`config.mk`:
```
export PLATFORM = sky130hd
export DESIGN_NAME = flash_seq
export DESIGN_NICKNAME = d
export VERILOG_FILES = /design/src/rtl/flash_seq_pkg.sv /design/src/rtl/flash_seq_access.sv /design/src/rtl/flash_seq_geom.sv /design/src/rtl/flash_seq.sv
export SDC_FILE = /design/constraint.sdc
export NUM_CORES = 1
export LEC_CHECK = 0
export BUFFER_PORTS_ARGS = -buffer_cell sky130_fd_sc_hd__buf_2
export CORE_MARGIN = 2
export CORE_UTILIZATION = 50
export DETAILED_ROUTE_END_ITERATION = 10
export HOLD_SLACK_MARGIN = 0.06
export PLACE_DENSITY = 0.78
export REMOVE_ABC_BUFFERS = 1
export SLEW_MARGIN = 20
export SYNTH_ARGS = -nofsm -noshare
export SYNTH_HDL_FRONTEND = slang
export SYNTH_HIERARCHICAL = 1
export SYNTH_SLANG_ARGS = --single-unit
```
`constraint.sdc`:
```
create_clock -name clk -period 4 [get_ports clk]
set_input_delay 0.6 -clock clk [delete_from_list [all_inputs] [get_ports clk]]
set_output_delay 0.6 -clock clk [all_outputs]
set_load 0.05 [all_outputs]
```
`src/rtl/flash_seq_pkg.sv`:
```
package flash_seq_pkg;
    localparam int AW = 20;

    localparam logic [1:0] OP_IDENT = 2'd0;
    localparam logic [1:0] OP_READ  = 2'd1;
    localparam logic [1:0] OP_PROG  = 2'd2;

    localparam logic [1:0] SP_DATA = 2'b10;
    localparam logic [1:0] SP_CONF = 2'b01;

    localparam logic [1:0] ST_OK      = 2'b00;
    localparam logic [1:0] ST_RD_TMO  = 2'b01;
    localparam logic [1:0] ST_WR_FAIL = 2'b10;

    localparam logic [AW-1:0] ID_ADDR     = 20'hD03AB;
    localparam logic [AW-1:0] UNPROT_ADDR = 20'h00101;
    localparam logic [AW-1:0] ERASE_STD   = 20'h003D8;
    localparam logic [AW-1:0] ERASE_ALT   = 20'h00352;
    localparam logic [7:0]    MAN_SMALL   = 8'hBF;
    localparam logic [7:0]    DEV_ALT     = 8'h80;
    localparam logic [31:0]   RD_FAIL_VAL = 32'hDEADDEAD;

    function automatic logic [31:0] port_addr(input logic [1:0] space,
                                              input logic [AW-1:0] a);
        return {2'b00, space, 8'h00, a};
    endfunction
endpackage

```
`src/rtl/flash_seq_access.sv`:
```
module flash_seq_access
    import flash_seq_pkg::*;
#(
    parameter int RD_LIMIT = 3000,
    parameter int WR_LIMIT = 500000
) (
    input  logic        clk,
    input  logic        rst_n,
    input  logic        go,
    input  logic        is_wr,
    input  logic [31:0] addr,
    input  logic [31:0] wdata,
    output logic        fp_addr_we,
    output logic [31:0] fp_addr_wd,
    output logic        fp_data_we,
    output logic [31:0] fp_data_wd,
    input  logic        fp_flag,
    input  logic [31:0] fp_rdata,
    output logic        acc_done,
    output logic        acc_ok,
    output logic [31:0] acc_rdata
);
    localparam int MAXL = (RD_LIMIT > WR_LIMIT) ? RD_LIMIT : WR_LIMIT;
    localparam int CW   = $clog2(MAXL + 1);
    localparam logic [CW-1:0] RD_LAST = CW'(RD_LIMIT - 1);
    localparam logic [CW-1:0] WR_LAST = CW'(WR_LIMIT - 1);

    typedef enum logic [1:0] {A_IDLE, A_DATA, A_ADDR, A_POLL} acc_state_e;

    acc_state_e st, st_nx;
    logic [CW-1:0] cnt;
    logic hit, last;

    assign hit  = is_wr ? !fp_flag : fp_flag;
    assign last = (cnt == (is_wr ? WR_LAST : RD_LAST));

    always_ff @(posedge clk) begin
        if (!rst_n) begin
            st  <= A_IDLE;
            cnt <= '0;
        end else begin
            st <= st_nx;
            if (st == A_ADDR)      cnt <= '0;
            else if (st == A_POLL) cnt <= cnt + 1'b1;
        end
    end

    always_comb begin
        st_nx = st;
        unique case (st)
            A_IDLE: if (go) st_nx = is_wr ? A_DATA : A_ADDR;
            A_DATA: st_nx = A_ADDR;
            A_ADDR: st_nx = A_POLL;
            A_POLL: if (hit || last) st_nx = A_IDLE;
            default: st_nx = A_IDLE;
        endcase
    end

    always_comb begin
        fp_data_we = (st == A_DATA);
        fp_data_wd = wdata;
        fp_addr_we = (st == A_ADDR);
        fp_addr_wd = {is_wr, addr[30:0]};
        acc_done   = (st == A_POLL) && (hit || last);
        acc_ok     = hit;
        acc_rdata  = hit ? fp_rdata : RD_FAIL_VAL;
    end
endmodule

```
`src/rtl/flash_seq_geom.sv`:
```
module flash_seq_geom
    import flash_seq_pkg::*;
(
    input  logic [7:0]    man,
    input  logic [7:0]    dev,
    input  logic [AW-1:0] addr,
    output logic          at_bound,
    output logic [AW-1:0] erase_addr,
    output logic [31:0]   erase_data
);
    logic [AW-1:0] off_mask, sec_mask;
    logic [23:0]   v;

    always_comb begin
        if (man == MAN_SMALL) begin
            off_mask = 20'h01FFF;
            sec_mask = 20'h3E000;
        end else begin
            off_mask = 20'h03FFF;
            sec_mask = 20'h3C000;
        end
        erase_addr = (man == MAN_SMALL && dev == DEV_ALT) ? ERASE_ALT : ERASE_STD;
        at_bound   = ((addr & off_mask) == '0);
        v          = {4'h0, addr & sec_mask} << 2;
        erase_data = {8'h00, v[7:0], v[15:8], v[23:16]};
    end
endmodule

```
`src/rtl/flash_seq.sv`:
```
module flash_seq
    import flash_seq_pkg::*;
#(
    parameter int RD_POLL_LIMIT = 3000,
    parameter int WR_POLL_LIMIT = 500000,
    parameter int CNT_W         = 16
) (
    input  logic             clk,
    input  logic             rst_n,
    input  logic             cmd_valid,
    input  logic [1:0]       cmd_op,
    input  logic [AW-1:0]    cmd_addr,
    input  logic [CNT_W-1:0] cmd_count,
    output logic             cmd_ready,
    output logic             wr_ready,
    input  logic             wr_valid,
    input  logic [31:0]      wr_data,
    output logic             done,
    output logic [1:0]       status,
    output logic [31:0]      rd_data,
    output logic [7:0]       id_man,
    output logic [7:0]       id_dev,
    output logic             flash_en,
    output logic             fp_addr_we,
    output logic [31:0]      fp_addr_wd,
    output logic             fp_data_we,
    output logic [31:0]      fp_data_wd,
    input  logic             fp_flag,
    input  logic [31:0]      fp_rdata
);
    typedef enum logic [3:0] {
        S_IDLE, S_IDENT, S_READ, S_UNPROT, S_CHECK,
        S_ERASE, S_WDATA, S_PROG, S_DISABLE, S_FIN
    } seq_state_e;

    seq_state_e st, st_nx;
    logic [AW-1:0]    cur_addr;
    logic [CNT_W-1:0] remain;
    logic [31:0]      dword_q, rd_q;
    logic [1:0]       stat_q;
    logic [7:0]       man_q, dev_q;
    logic             en_q;

    logic          acc_go, acc_wr, acc_done, acc_ok;
    logic [31:0]   acc_addr, acc_wdata, acc_rdata;
    logic          at_bound;
    logic [AW-1:0] erase_addr;
    logic [31:0]   erase_data;

    flash_seq_geom u_geom (
        .man(man_q), .dev(dev_q), .addr(cur_addr),
        .at_bound(at_bound), .erase_addr(erase_addr), .erase_data(erase_data)
    );

    flash_seq_access #(.RD_LIMIT(RD_POLL_LIMIT), .WR_LIMIT(WR_POLL_LIMIT)) u_acc (
        .clk(clk), .rst_n(rst_n), .go(acc_go), .is_wr(acc_wr),
        .addr(acc_addr), .wdata(acc_wdata),
        .fp_addr_we(fp_addr_we), .fp_addr_wd(fp_addr_wd),
        .fp_data_we(fp_data_we), .fp_data_wd(fp_data_wd),
        .fp_flag(fp_flag), .fp_rdata(fp_rdata),
        .acc_done(acc_done), .acc_ok(acc_ok), .acc_rdata(acc_rdata)
    );

    // next state
    always_comb begin
        st_nx = st;
        unique case (st)
            S_IDLE: if (cmd_valid) begin
                if (cmd_op == OP_IDENT)     st_nx = S_IDENT;
                else if (cmd_op == OP_READ) st_nx = S_READ;
                else if (cmd_op == OP_PROG) st_nx = S_UNPROT;
            end
            S_IDENT, S_READ: if (acc_done) st_nx = S_FIN;
            S_UNPROT: if (acc_done) st_nx = S_CHECK;
            S_CHECK: begin
                if (remain == '0)  st_nx = S_DISABLE;
                else if (at_bound) st_nx = S_ERASE;
                else               st_nx = S_WDATA;
            end
            S_ERASE: if (acc_done) st_nx = acc_ok ? S_WDATA : S_DISABLE;
            S_WDATA: if (wr_valid) st_nx = S_PROG;
            S_PROG:  if (acc_done) st_nx = acc_ok ? S_CHECK : S_DISABLE;
            S_DISABLE: st_nx = S_FIN;
            S_FIN:     st_nx = S_IDLE;
            default:   st_nx = S_IDLE;
        endcase
    end

    // state register and datapath
    always_ff @(posedge clk) begin
        if (!rst_n) begin
            st       <= S_IDLE;
            cur_addr <= '0;
            remain   <= '0;
            dword_q  <= '0;
            rd_q     <= '0;
            stat_q   <= ST_OK;
            man_q    <= '0;
            dev_q    <= '0;
            en_q     <= 1'b0;
        end else begin
            st <= st_nx;
            unique case (st)
                S_IDLE: if (cmd_valid) begin
                    cur_addr <= cmd_addr;
                    remain   <= cmd_count;
                    stat_q   <= ST_OK;
                    if (cmd_op == OP_PROG) en_q <= 1'b1;
                end
                S_IDENT, S_READ: if (acc_done) begin
                    rd_q   <= acc_rdata;
                    stat_q <= acc_ok ? ST_OK : ST_RD_TMO;
                    if (st == S_IDENT && acc_ok) begin
                        man_q <= acc_rdata[7:0];
                        dev_q <= acc_rdata[15:8];
                    end
                end
                S_ERASE: if (acc_done && !acc_ok) stat_q <= ST_WR_FAIL;
                S_WDATA: if (wr_valid) dword_q <= wr_data;
                S_PROG: if (acc_done) begin
                    if (acc_ok) begin
                        cur_addr <= cur_addr + 1'b1;
                        remain   <= remain - 1'b1;
                    end else begin
                        stat_q <= ST_WR_FAIL;
                    end
                end
                S_DISABLE: en_q <= 1'b0;
                default: ;
            endcase
        end
    end

    // outputs
    always_comb begin
        cmd_ready = (st == S_IDLE);
        wr_ready  = (st == S_WDATA);
        done      = (st == S_FIN);
        status    = stat_q;
        rd_data   = rd_q;
        id_man    = man_q;
        id_dev    = dev_q;
        flash_en  = en_q;
        acc_go    = 1'b0;
        acc_wr    = 1'b1;
        acc_addr  = '0;
        acc_wdata = '0;
        unique case (st)
            S_IDENT: begin
                acc_go = 1'b1; acc_wr = 1'b0;
                acc_addr = port_addr(SP_DATA, ID_ADDR);
            end
            S_READ: begin
                acc_go = 1'b1; acc_wr = 1'b0;
                acc_addr = port_addr(SP_DATA, cur_addr);
            end
            S_UNPROT: begin
                acc_go = 1'b1;
                acc_addr = port_addr(SP_CONF, UNPROT_ADDR);
            end
            S_ERASE: begin
                acc_go = 1'b1;
                acc_addr  = port_addr(SP_CONF, erase_addr);
                acc_wdata = erase_data;
            end
            S_PROG: begin
                acc_go = 1'b1;
                acc_addr  = port_addr(SP_DATA, cur_addr);
                acc_wdata = dword_q;
            end
            default: ;
        endcase
    end
endmodule

```
== Word-level counts from Yosys, hierarchy flattened ==
Cells that the tools add are included.
Operators by class
  add/subtract/negate cells: 3
  equal/unequal tests: 30
  multiplexer cells: 46
  bitwise operators: 3
  reduce and logical (&&, ||, !) cells: 27
Operators with widths (count)
  $pmux 30 s4: 1
  $pmux 32 s2: 1
  $mux 20: 3
  $mux 16: 3
  $mux 4: 12
  $pmux 20 s2: 1
  $mux 32: 1
  $pmux 16 s2: 1
  $pmux 4 s8: 1
  $mux 14: 2
  $add 20x1->20 const B: 1
  $and 20x14->20: 1
  $and 20x18->20: 1
  $logic_not 20->1: 1
  $add 19x1->19 const B: 1
  $eq 19x19->1: 1
  $mux 19: 1
  $mux 2: 9
  $eq 4x3->1 const B: 4
  $eq 8x8->1 const B: 2
  $logic_not 16->1: 1
  $ne 2x2->1 const B: 8
  $pmux 2 s4: 2
  $sub 16x1->16 const B: 1
  25 further kinds: 49
Storage, ports and cells
  register bits after elaboration: 144
  input bits: 107
  output and inout bits: 120
  word-level logic and storage cells: 120

== Longest topological paths before layout ==
Gate-level depths: netlist of the first run.
  depth after elaboration: 9
  gate-level depth with buffers: 17
  mapped depth without buffers: 12

== Cells and area by module ==
The synthesis of the first run kept the hierarchy.
Modules (own cells, without submodules)
  flash_seq: instances 1, cells each 838, area each 6313.6 um2, sequential area each 2462.4 um2
  flash_seq_access: instances 1, cells each 232, area each 1855.5 um2, sequential area each 420.4 um2
  flash_seq_geom: instances 1, cells each 65, area each 473.0 um2, sequential area each 0.0 um2

== Least setup slack after synthesis of the first run ==
No wires, ideal clock.
  path kind: register -> register
  start point: register, netlist name st[1]
  end point: register dev_q[4] (netlist: id_dev[4])
  setup time: 0.070 ns
  arrival: 3.097 ns
  data required time: 3.930 ns
  setup slack: 0.832 ns
  stages on the path, launching flop included: 15
  path buffers: 6
  period minus slack after synthesis: 3.168 ns
  cells stage by stage: dfxtp_1 -> buf_2 -> nor2b_1 -> buf_2 -> o21ai_2 -> buf_2 -> xor2_1 -> clkbuf_1 -> o21a_1 -> and2_1 -> and3_1 -> clkbuf_1 -> clkbuf_1 -> nand2_1 -> a21oi_1
RTL lines
  end signal: assignment: RTL line flash_seq.sv:115  | dev_q <= acc_rdata[15:8];
  end: declaration: RTL line flash_seq.sv:41  | logic [7:0] man_q, dev_q;

==> results of run 1 <==
-- per-stage QoR --
step           cells  setup slack (ns)
6_report        1482             0.547
5_1_grt         1482             0.219
4_1_cts         1482             0.585
3_5_place_dp    1451             0.629
3_3_place_gp    1451             0.749
2_1_floorplan    993            -0.892
-- power breakdown --
part / total [mW] / switching, mW / leakage [nW] / internal (mW)
clock: 1.69 / 0.613 / 0.305 / 1.08
sequential: 1.72 / 0.160 / 1.17 / 1.56
combinational: 1.89 / 1.27 / 2.67 / 0.621
total: 5.31 / 2.05 / 4.14 / 3.26
-- cell type report --
class	instances	share of cell area
multi-input combinational	831	0.480
sequential	144	0.295
timing repair buffer	233	0.124
clock buffer	24	0.0524
tap	225	0.0288
clock inverter	7	0.0126
inverter	18	0.00718
-- sequential cells by signal, summed over array words and instances (netlist names) --
register,flops
cur_addr,20
flash_en,1
u_acc/st,2
st,4
u_acc/cnt,19
remain,16
rd_data,32
id_dev,8
status,2
dword_q,32
id_man,8
-- layout by cell type (no fill, tap or decap), types with 7 or more instances in the layout --
master and instances:
and2_1 20, nand2b_1 29, mux2i_1 11, a31oi_1 10, and4_1 7, nand2_1 209
clkbuf_16 17, and3_1 18, buf_4 16, a22oi_1 9, ha_1 11, a22o_1 46
o21ai_1 17, buf_2 217, conb_1 53, dfxtp_1 144, o21ai_0 18, a21oi_1 130
nor2_1 63, xor2_1 11, nand4_1 11, or3_1 7, nor3_1 17, inv_1 15
o22ai_1 18, nor4_1 7, nand3_1 16
-- per-layer routing --
layer  part of all wire  routed length [um]  global-route usage
met5                  0                   0                   0
met4              0.027                 596               0.105
met3              0.057                1270              0.0445
met2               0.48               10800               0.391
met1               0.43                9700               0.307
-- critical path, stage by stage (launching register included) --
cell and delay, ns:
dfxtp_1 0.33, nor2b_1 0.16, o21ai_2 0.49, inv_1 0.12, o31ai_1 0.31, nand3_1 0.11
nor2_1 0.10, o21a_1 0.26, and2_1 0.26, a22o_1 0.56, buf_4 0.31, o21ai_1 0.08
a22oi_1 0.15, nor2_1 0.05
-- kinds of logic after synthesis --
family	after synthesis	share of synthesized area
AND/OR/NAND/NOR	445	0.254
AO/OA/AOI/OAI	293	0.216
buffers and inverters	210	0.148
flip-flops	144	0.334
XOR/XNOR	18	0.0182
adder cells (fa/ha/maj)	11	0.0159
multiplexers	11	0.0127
other	3	0.00130
-- worst paths after layout --
check / depth (start not counted) / to / slack, ns
min: 3 / dword_q[30] / 0.41
max reg2reg: 13 / cur_addr[8] / 0.55
max: 13 / cur_addr[8] / 0.55
min reg2reg: 2 / rd_data[29] / 0.45
==> flow_summary.toml, run 1 <==
[synthesis]
synth_top_cell_area_share = 0.334
synth_enable_flop_cells = 0
synthArstFlopShare = 0
ys_ff_latch = 144
synthFlopType = "dfxtp_1"
synthTopCellsByCount = "nand2_1 (210), dfxtp_1 (144), a21oi_1 (130)"
synthTopCellsByArea = "dfxtp_1 (33%), buf_4 (10%), nand2_1 (9.1%)"
yosysTopAreaCell = "dfxtp_1"
synth.yosys.seq_area_share = 0.334
ys.warnings.count = 6
yosysMostFrequentCell = "nand2_1"
syn_inst = 1135
avgSynthCellArea_um2 = 7.61
netlist_area_um2 = 8640
synthDistinctLibCells = 81

[grt]
grt_pass1_wl_um = 35300
grt_max_degree = 61
grt_usage = 0.238
antenna_found_initial = 0
grt_pass1_vias = 7298
grt_remaining_overflow = 0

[pwr]
p_leak_nw = 4.14
powerDensity_nw_per_um2 = 544
ir_worst_vdd_uv = 408
total_power_mw = 5.31

[sta]
setup_viol = 0
finalCritPeriodShare = 0.863
hold_slack_ns = 0.406
rsz0062_at_grt = "no"
tightest_slew_ns = 0.711
skew_ns = 0.00997
tns_ns = 0
maxSlewHeadroom = 0.526
fmax_ghz = 0.290
drv_slew = 0
fin_crit_ns = 3.45
final-hold-violation-count = 0

[final_layout]
drive_above_1_share = 0.232
regArea_um2 = 2880
nNetsFinal = 1363
n_antenna_cell = 0
fill_cells = 1599
fin_util = 0.570
finalInstanceArea_um2 = 9760
area_growth_pct = 13.0
multi_input_area_um2 = 4690

[floorplan]
design.core.area_um2 = 17100
die_w_um = 135
dieHeight_um = 135
dieArea_um2 = 18400
ios = 227
fp-row-count = 48
start_util = 0.505

[clock_network]
ctsHoldBuffers = 0
clk_latency_ns = 0.42
cts_tree = "built"
post_cts_resize_count = 0
cts-root-buf = "clkbuf_16"
clock-sinks = 144
post_cts_buffers = 0
cts_max_level = 4
cts_buffer_depth = 2
clk_pin_slew_ns = 0.06
cts_made_buffers = 17

[critical_path]
required_ns = 4.28
cp-startpoint = "st[0]"
worstPathMaxFanout = 16
path_class = "flop to flop"
arrival_ns = 3.73
reg2reg_from = "st[0]"
cp-start-kind = "flop"
crit_path_end_kind = "flop"

[routing]
drt_iter0_drc = 719
wire_per_inst_um = 15.1
drc = 0
wl_um = 22400
routed_via_density = 5.48
first_pass_iters = 5
vias = 8115
detail-route-antenna-nets = 0

[outcome]
status = "complete, no violations"

[place]
placed_area_um2 = 9130
place.gp.congestion = 0.828
dp_hpwl_um = 15500
port_buffers = 217

[flow_run]
cap_violations = 0

[hold_path]
worstHoldStart = "wr_data[30]"
hold_path_class = "primary input to flop"
(Power assumes the default switching activity.)
==> inputs of run 2 (changes only) <==
--- a/config.mk
+++ b/config.mk
@@ -5,6 +5,7 @@
 export SDC_FILE = /design/constraint.sdc
 export NUM_CORES = 1
 export LEC_CHECK = 0
+export ABC_AREA = 1
 export BUFFER_PORTS_ARGS = -buffer_cell sky130_fd_sc_hd__buf_2
 export CORE_MARGIN = 2
 export CORE_UTILIZATION = 50
==> flow_summary.toml, run 2 <==
[outcome]
status = "complete, no violations"

[pwr]
p_clk_frac = 0.258
p_leak_nw = 4.54
ir_worst_vdd_uv = 344
seqPwrFrac = 0.314
p_int_mw = 3.16
comb_power_share = 0.428
switching_power_mw = 2.63
powerDensity_nw_per_um2 = 577
p_sw_frac = 0.455

[floorplan]
dieHeight_um = 138
dieArea_um2 = 19100
fp-row-count = 49
die_w_um = 138
design.core.area_um2 = 17800
start_util = 0.505
ios = 227

[routing]
first_pass_iters = 7
vias = 8881
drc = 0
routed_via_density = 5.05
wire_per_inst_um = 13.4
detail-route-antenna-nets = 0
drt_iter0_drc = 565
wl_um = 23600

[sta]
skew_ns = 0.0107
tightest_slew_ns = 1.00
maxSlewHeadroom = 0.328
fin_crit_ns = 3.26
fmax_ghz = 0.307
tns_ns = 0
drv_slew = 0
finalCritPeriodShare = 0.814
setup_viol = 0
final-hold-violation-count = 0
rsz0062_at_grt = "no"
fin_ws_ns = 0.743
hold_slack_ns = 0.443

[clock_network]
ctsHoldBuffers = 0
cts_tree = "built"
post_cts_resize_count = 0
cts_max_level = 4
post_cts_buffers = 0
clk_pin_slew_ns = 0.06
cts-root-buf = "clkbuf_16"
cts_buffer_depth = 2
cts_made_buffers = 17
clock-sinks = 144
clk_latency_ns = 0.43

[synthesis]
synthArstFlopShare = 0
syn_inst = 1397
ys_ff_latch = 144
synth.yosys.seq_area_share = 0.320
synth_enable_flop_cells = 0
netlist_area_um2 = 9000
avgSynthCellArea_um2 = 6.45
synthFlopType = "dfxtp_1"
synthDistinctLibCells = 47
synthTopCellsByArea = "dfxtp_1 (32%), buf_4 (9.8%), o21ai_0 (9.2%)"
synthTopCellsByCount = "nand2_1 (220), nor2_1 (211), o21ai_0 (166)"
synth_top_family_by_area = "simple AND/OR/NAND/NOR gates"
synth_mux_area_frac = 0.00111
synth_top_cell_area_share = 0.320
yosysMostFrequentCell = "nand2_1"
yosysTopAreaCell = "dfxtp_1"
synthAdderAreaFrac = 0.0153
synthXorXnorAreaFrac = 0.00681
synth-simple-area-share = 0.293
ys.warnings.count = 6
synth_compound_area_frac = 0.173

[final_layout]
final_common_cell = "nand2_1"
drive_above_1_share = 0.208
fin_util = 0.563
layout_common_cells = "nand2_1 (220), buf_2 (217), nor2_1 (210)"
multi_input_area_um2 = 4610
nNetsFinal = 1632
area_growth_pct = 11.6
fill_cells = 1803
regArea_um2 = 2880

[grt]
grt_max_degree = 95
grt_pass1_vias = 8257
grt_pass1_wl_um = 39300
grt_remaining_overflow = 0
antenna_found_initial = 5
grt_usage = 0.247

[critical_path]
required_ns = 3.40
arrival_ns = 2.66
path_cells = "nand2_1 > nor2_4 > inv_2 > buf_4 > nand2_1 > buf_2"
path_class = "flop to primary output"
worstPathMaxFanout = 36
reg2reg_from = "st[1]"
worst-r2r-cell-count = 20
cp_top_family = "buffers and inverters"
cp-start-kind = "flop"
cp_common_cell = "nand2_1"
rrSetupSlack_ns = 0.92
slowest_stage = "dfxtp_1"
crit_path_end_kind = "primary output"
path_buf_inv = 3
slowest_delay_ns = 0.53
r2r-end = "cur_addr[14]"

[place]
dp_hpwl_um = 16500
post-place-ws_ns = 1.01
place.gp.congestion = 0.884
port_buffers = 217

[hold_path]
holdPathStages = 2
holdPathEnd = "flash_en"
hold_path_class = "flop to flop"
worstHoldStart = "flash_en"

[flow_run]
cap_violations = 0
run 2: final cells by class:
cell class | count | share of cell area
tap | 229 | 0.0285
timing repair buffer | 226 | 0.115
clock inverter | 12 | 0.0113
antenna | 5 | 0.00124
inverter | 148 | 0.0554
sequential | 144 | 0.287
multi-input combinational | 977 | 0.459
clock buffer | 19 | 0.0431
run 2: worst min-delay path: stages (launching register included):
cell and delay, ns:
dfxtp_1 0.30, inv_1 0.04, a21oi_1 0.05
run 2: worst max path at each step:
stage | startpoint | endpoint | cells after the start
floorplan | st[1] | fp_data_wd[0] | 4
global placement | st[1] | cur_addr[14] | 20
detailed placement | st[1] | cur_addr[14] | 20
CTS | st[0] | fp_addr_wd[3] | 6
global route | st[1] | cur_addr[14] | 20
finish | st[1] | fp_addr_wd[29] | 6
run 2: cell families after synthesis:
| kind of cell | count (synthesis) |
|---|---|
| and+or+nand+nor | 602 |
| other | 3 |
| buffers and inverters | 326 |
| AOI/OAI and AO/OA | 303 |
| xor gates and xnor gates | 7 |
| adders and majority gates | 11 |
| muxes | 1 |
| DFF | 144 |
run 2: power groups by stage:
stage | Combinational (mW) | Clock (mW) | Sequential (mW)
5_1_grt | 2.76 | 1.58 | 1.85
6_report | 2.48 | 1.49 | 1.82
2_1_floorplan | 1.78 | 0 | 1.86
4_1_cts | 2.47 | 1.53 | 1.81
3_3_place_gp | 2.41 | 0 | 1.84
3_5_place_dp | 2.45 | 0 | 1.85
run 2: metrics by stage:
| stage | cells | power [mW] | cell area, um2 |
|---|---|---|---|
| 4_1_cts | 1755 | 5.81 | 10000 |
| 6_report | 1760 | 5.80 | 10100 |
| 2_1_floorplan | 1269 | 3.64 | 8040 |
| 3_5_place_dp | 1724 | 4.30 | 9490 |
| 5_1_grt | 1758 | 6.20 | 10000 |
| 3_3_place_gp | 1724 | 4.25 | 9490 |
run 2: per-layer routing:
metal | part of all wire | vias to the layer above | track usage
li1 | - | 4560 | -
met1 | 0.43 | 4021 | 0.301
met2 | 0.49 | 248 | 0.419
met3 | 0.059 | 52 | 0.0582
met4 | 0.027 | 0 | 0.106
met5 | 0 | - | 0
==> inputs of run 3 (changes only) <==
==> constraint.sdc (replaced) <==
create_clock -name clk -period 3.35 [get_ports clk]
set_input_delay 0.5025 -clock clk [delete_from_list [all_inputs] [get_ports clk]]
set_output_delay 0.5025 -clock clk [all_outputs]
set_load 0.05 [all_outputs]
==> flow_summary.toml, run 3 (synthesis gave the netlist of run 2 again) <==
[critical_path]
crit_path_end_kind = "flop"
required_ns = 3.62
path_buf_inv = 5
cp_common_cell = "nand2_1"
path_class = "flop to flop"
cp_top_family = "simple AND/OR/NAND/NOR gates"
worstPathMaxFanout = 51
slowest_delay_ns = 0.44
cp-start-kind = "flop"
reg2reg_from = "st[0]"
slowest_stage = "buf_4"
path_cells = "inv_2 > nor2_4 > nand2_1 > nand2_1 > clkinvlp_4 > buf_4 > or2_2 > nand2_1 > a21oi_2 > inv_1 > nand2_1 > nand3_2 > buf_4 > nor2_1 > o21ai_1 > a21oi_1"
arrival_ns = 3.33
cp-startpoint = "st[0]"

[routing]
detail-route-antenna-nets = 0
routed_via_density = 5.07
drc = 0
vias = 8953
wl_um = 23500
wire_per_inst_um = 13.3
first_pass_iters = 5
drt_iter0_drc = 560

[grt]
antenna_found_initial = 2
grt_usage = 0.240
grt_pass1_wl_um = 38400
grt_max_degree = 65
grt_pass1_vias = 8055
grt_remaining_overflow = 0

[clock_network]
cts_max_level = 4
cts-root-buf = "clkbuf_16"
cts_made_buffers = 17
clock-sinks = 144
clk_latency_ns = 0.42
cts_tree = "built"
clk_pin_slew_ns = 0.06
cts_buffer_depth = 2
ctsHoldBuffers = 0

[floorplan]
dieArea_um2 = 19100
ios = 227
die_w_um = 138
design.core.area_um2 = 17800
start_util = 0.505
fp-row-count = 49
dieHeight_um = 138

[place]
place.gp.congestion = 0.899
port_buffers = 217
dp_hpwl_um = 16600
placed_area_um2 = 9530

[final_layout]
drive_above_1_share = 0.215
finalInstanceArea_um2 = 10200
nNetsFinal = 1641
area_growth_pct = 12.9
layout_common_cells = "nand2_1 (220), buf_2 (217), nor2_1 (211)"
final_common_cell = "nand2_1"

[sta]
maxSlewHeadroom = 0.308
tightest_slew_ns = 1.03
skew_ns = 0.0125
rsz0062_at_grt = "no"
drv_slew = 0
fmax_ghz = 0.327
fin_crit_ns = 3.06
hold_slack_ns = 0.355
setup_viol = 0
final-hold-violation-count = 0
finalCritPeriodShare = 0.914

[pwr]
powerDensity_nw_per_um2 = 700
p_leak_nw = 4.61
total_power_mw = 7.11
ir_worst_vdd_uv = 394

[hold_path]
hold_path_class = "primary input to flop"
worstHoldStart = "wr_data[6]"

[flow_run]
cap_violations = 0

[outcome]
status = "complete, no violations"
run 3: timing repair:
action / in CTS / in global routing
setup buffers: 0 / 4
endpoints found under the hold margin: 0 / 0
setup endpoints to repair: 0 / 30
gates resized for setup: 0 / 2
run 3: power by group:
| part | internal (mW) | switching [mW] | leakage, nW | total [mW] |
|---|---|---|---|---|
| Sequential | 1.93 | 0.242 | 1.17 | 2.17 |
| Clock | 1.13 | 0.781 | 0.285 | 1.91 |
| Combinational | 0.879 | 2.16 | 3.15 | 3.03 |
run 3: tightest hold or removal path, stage by stage:
cell and delay [ns]:
buf_2 0.07, o21ai_0 0.07, a21oi_1 0.10
run 3: path summary, 6_finish.rpt:
kind	end	slack, ns	cells past startpoint
worst max-delay path	cur_addr[8]	0.29	16
worst min-delay path	dword_q[6]	0.36	3
worst max register to register	cur_addr[8]	0.29	16
worst min register to register	dword_q[3]	0.44	2
run 3: layout make-up:
class | count | area [um2]
diodes | 2 | 5.00
clock buffers | 18 | 439
clock inverters | 14 | 156
fillers | 1756 | 7680
inverters | 148 | 561
multi-input cells | 977 | 4610
flip-flops and latches | 144 | 2880
well taps | 229 | 287
repair buffers | 235 | 1220
run 3: per-stage QoR:
step / utilization / setup slack (ns) / std cells / TNS, ns
after floorplan: - / -1.14 / 1269 / -88.44
after global placement: 0.534 / 0.483 / 1729 / 0
after detailed placement: 0.534 / 0.331 / 1729 / 0
after CTS: 0.567 / 0.243 / 1761 / 0
after global routing: 0.570 / 0.0130 / 1766 / 0
final: 0.570 / 0.289 / 1767 / 0
run 3: routing by layer:
metal / vias to the layer above / track usage / part of all wire
li1: 4583 / - / -
met1: 4017 / 0.293 / 0.43
met2: 297 / 0.411 / 0.48
met3: 56 / 0.0499 / 0.059
met4: 0 / 0.104 / 0.035
met5: - / 0 / 0
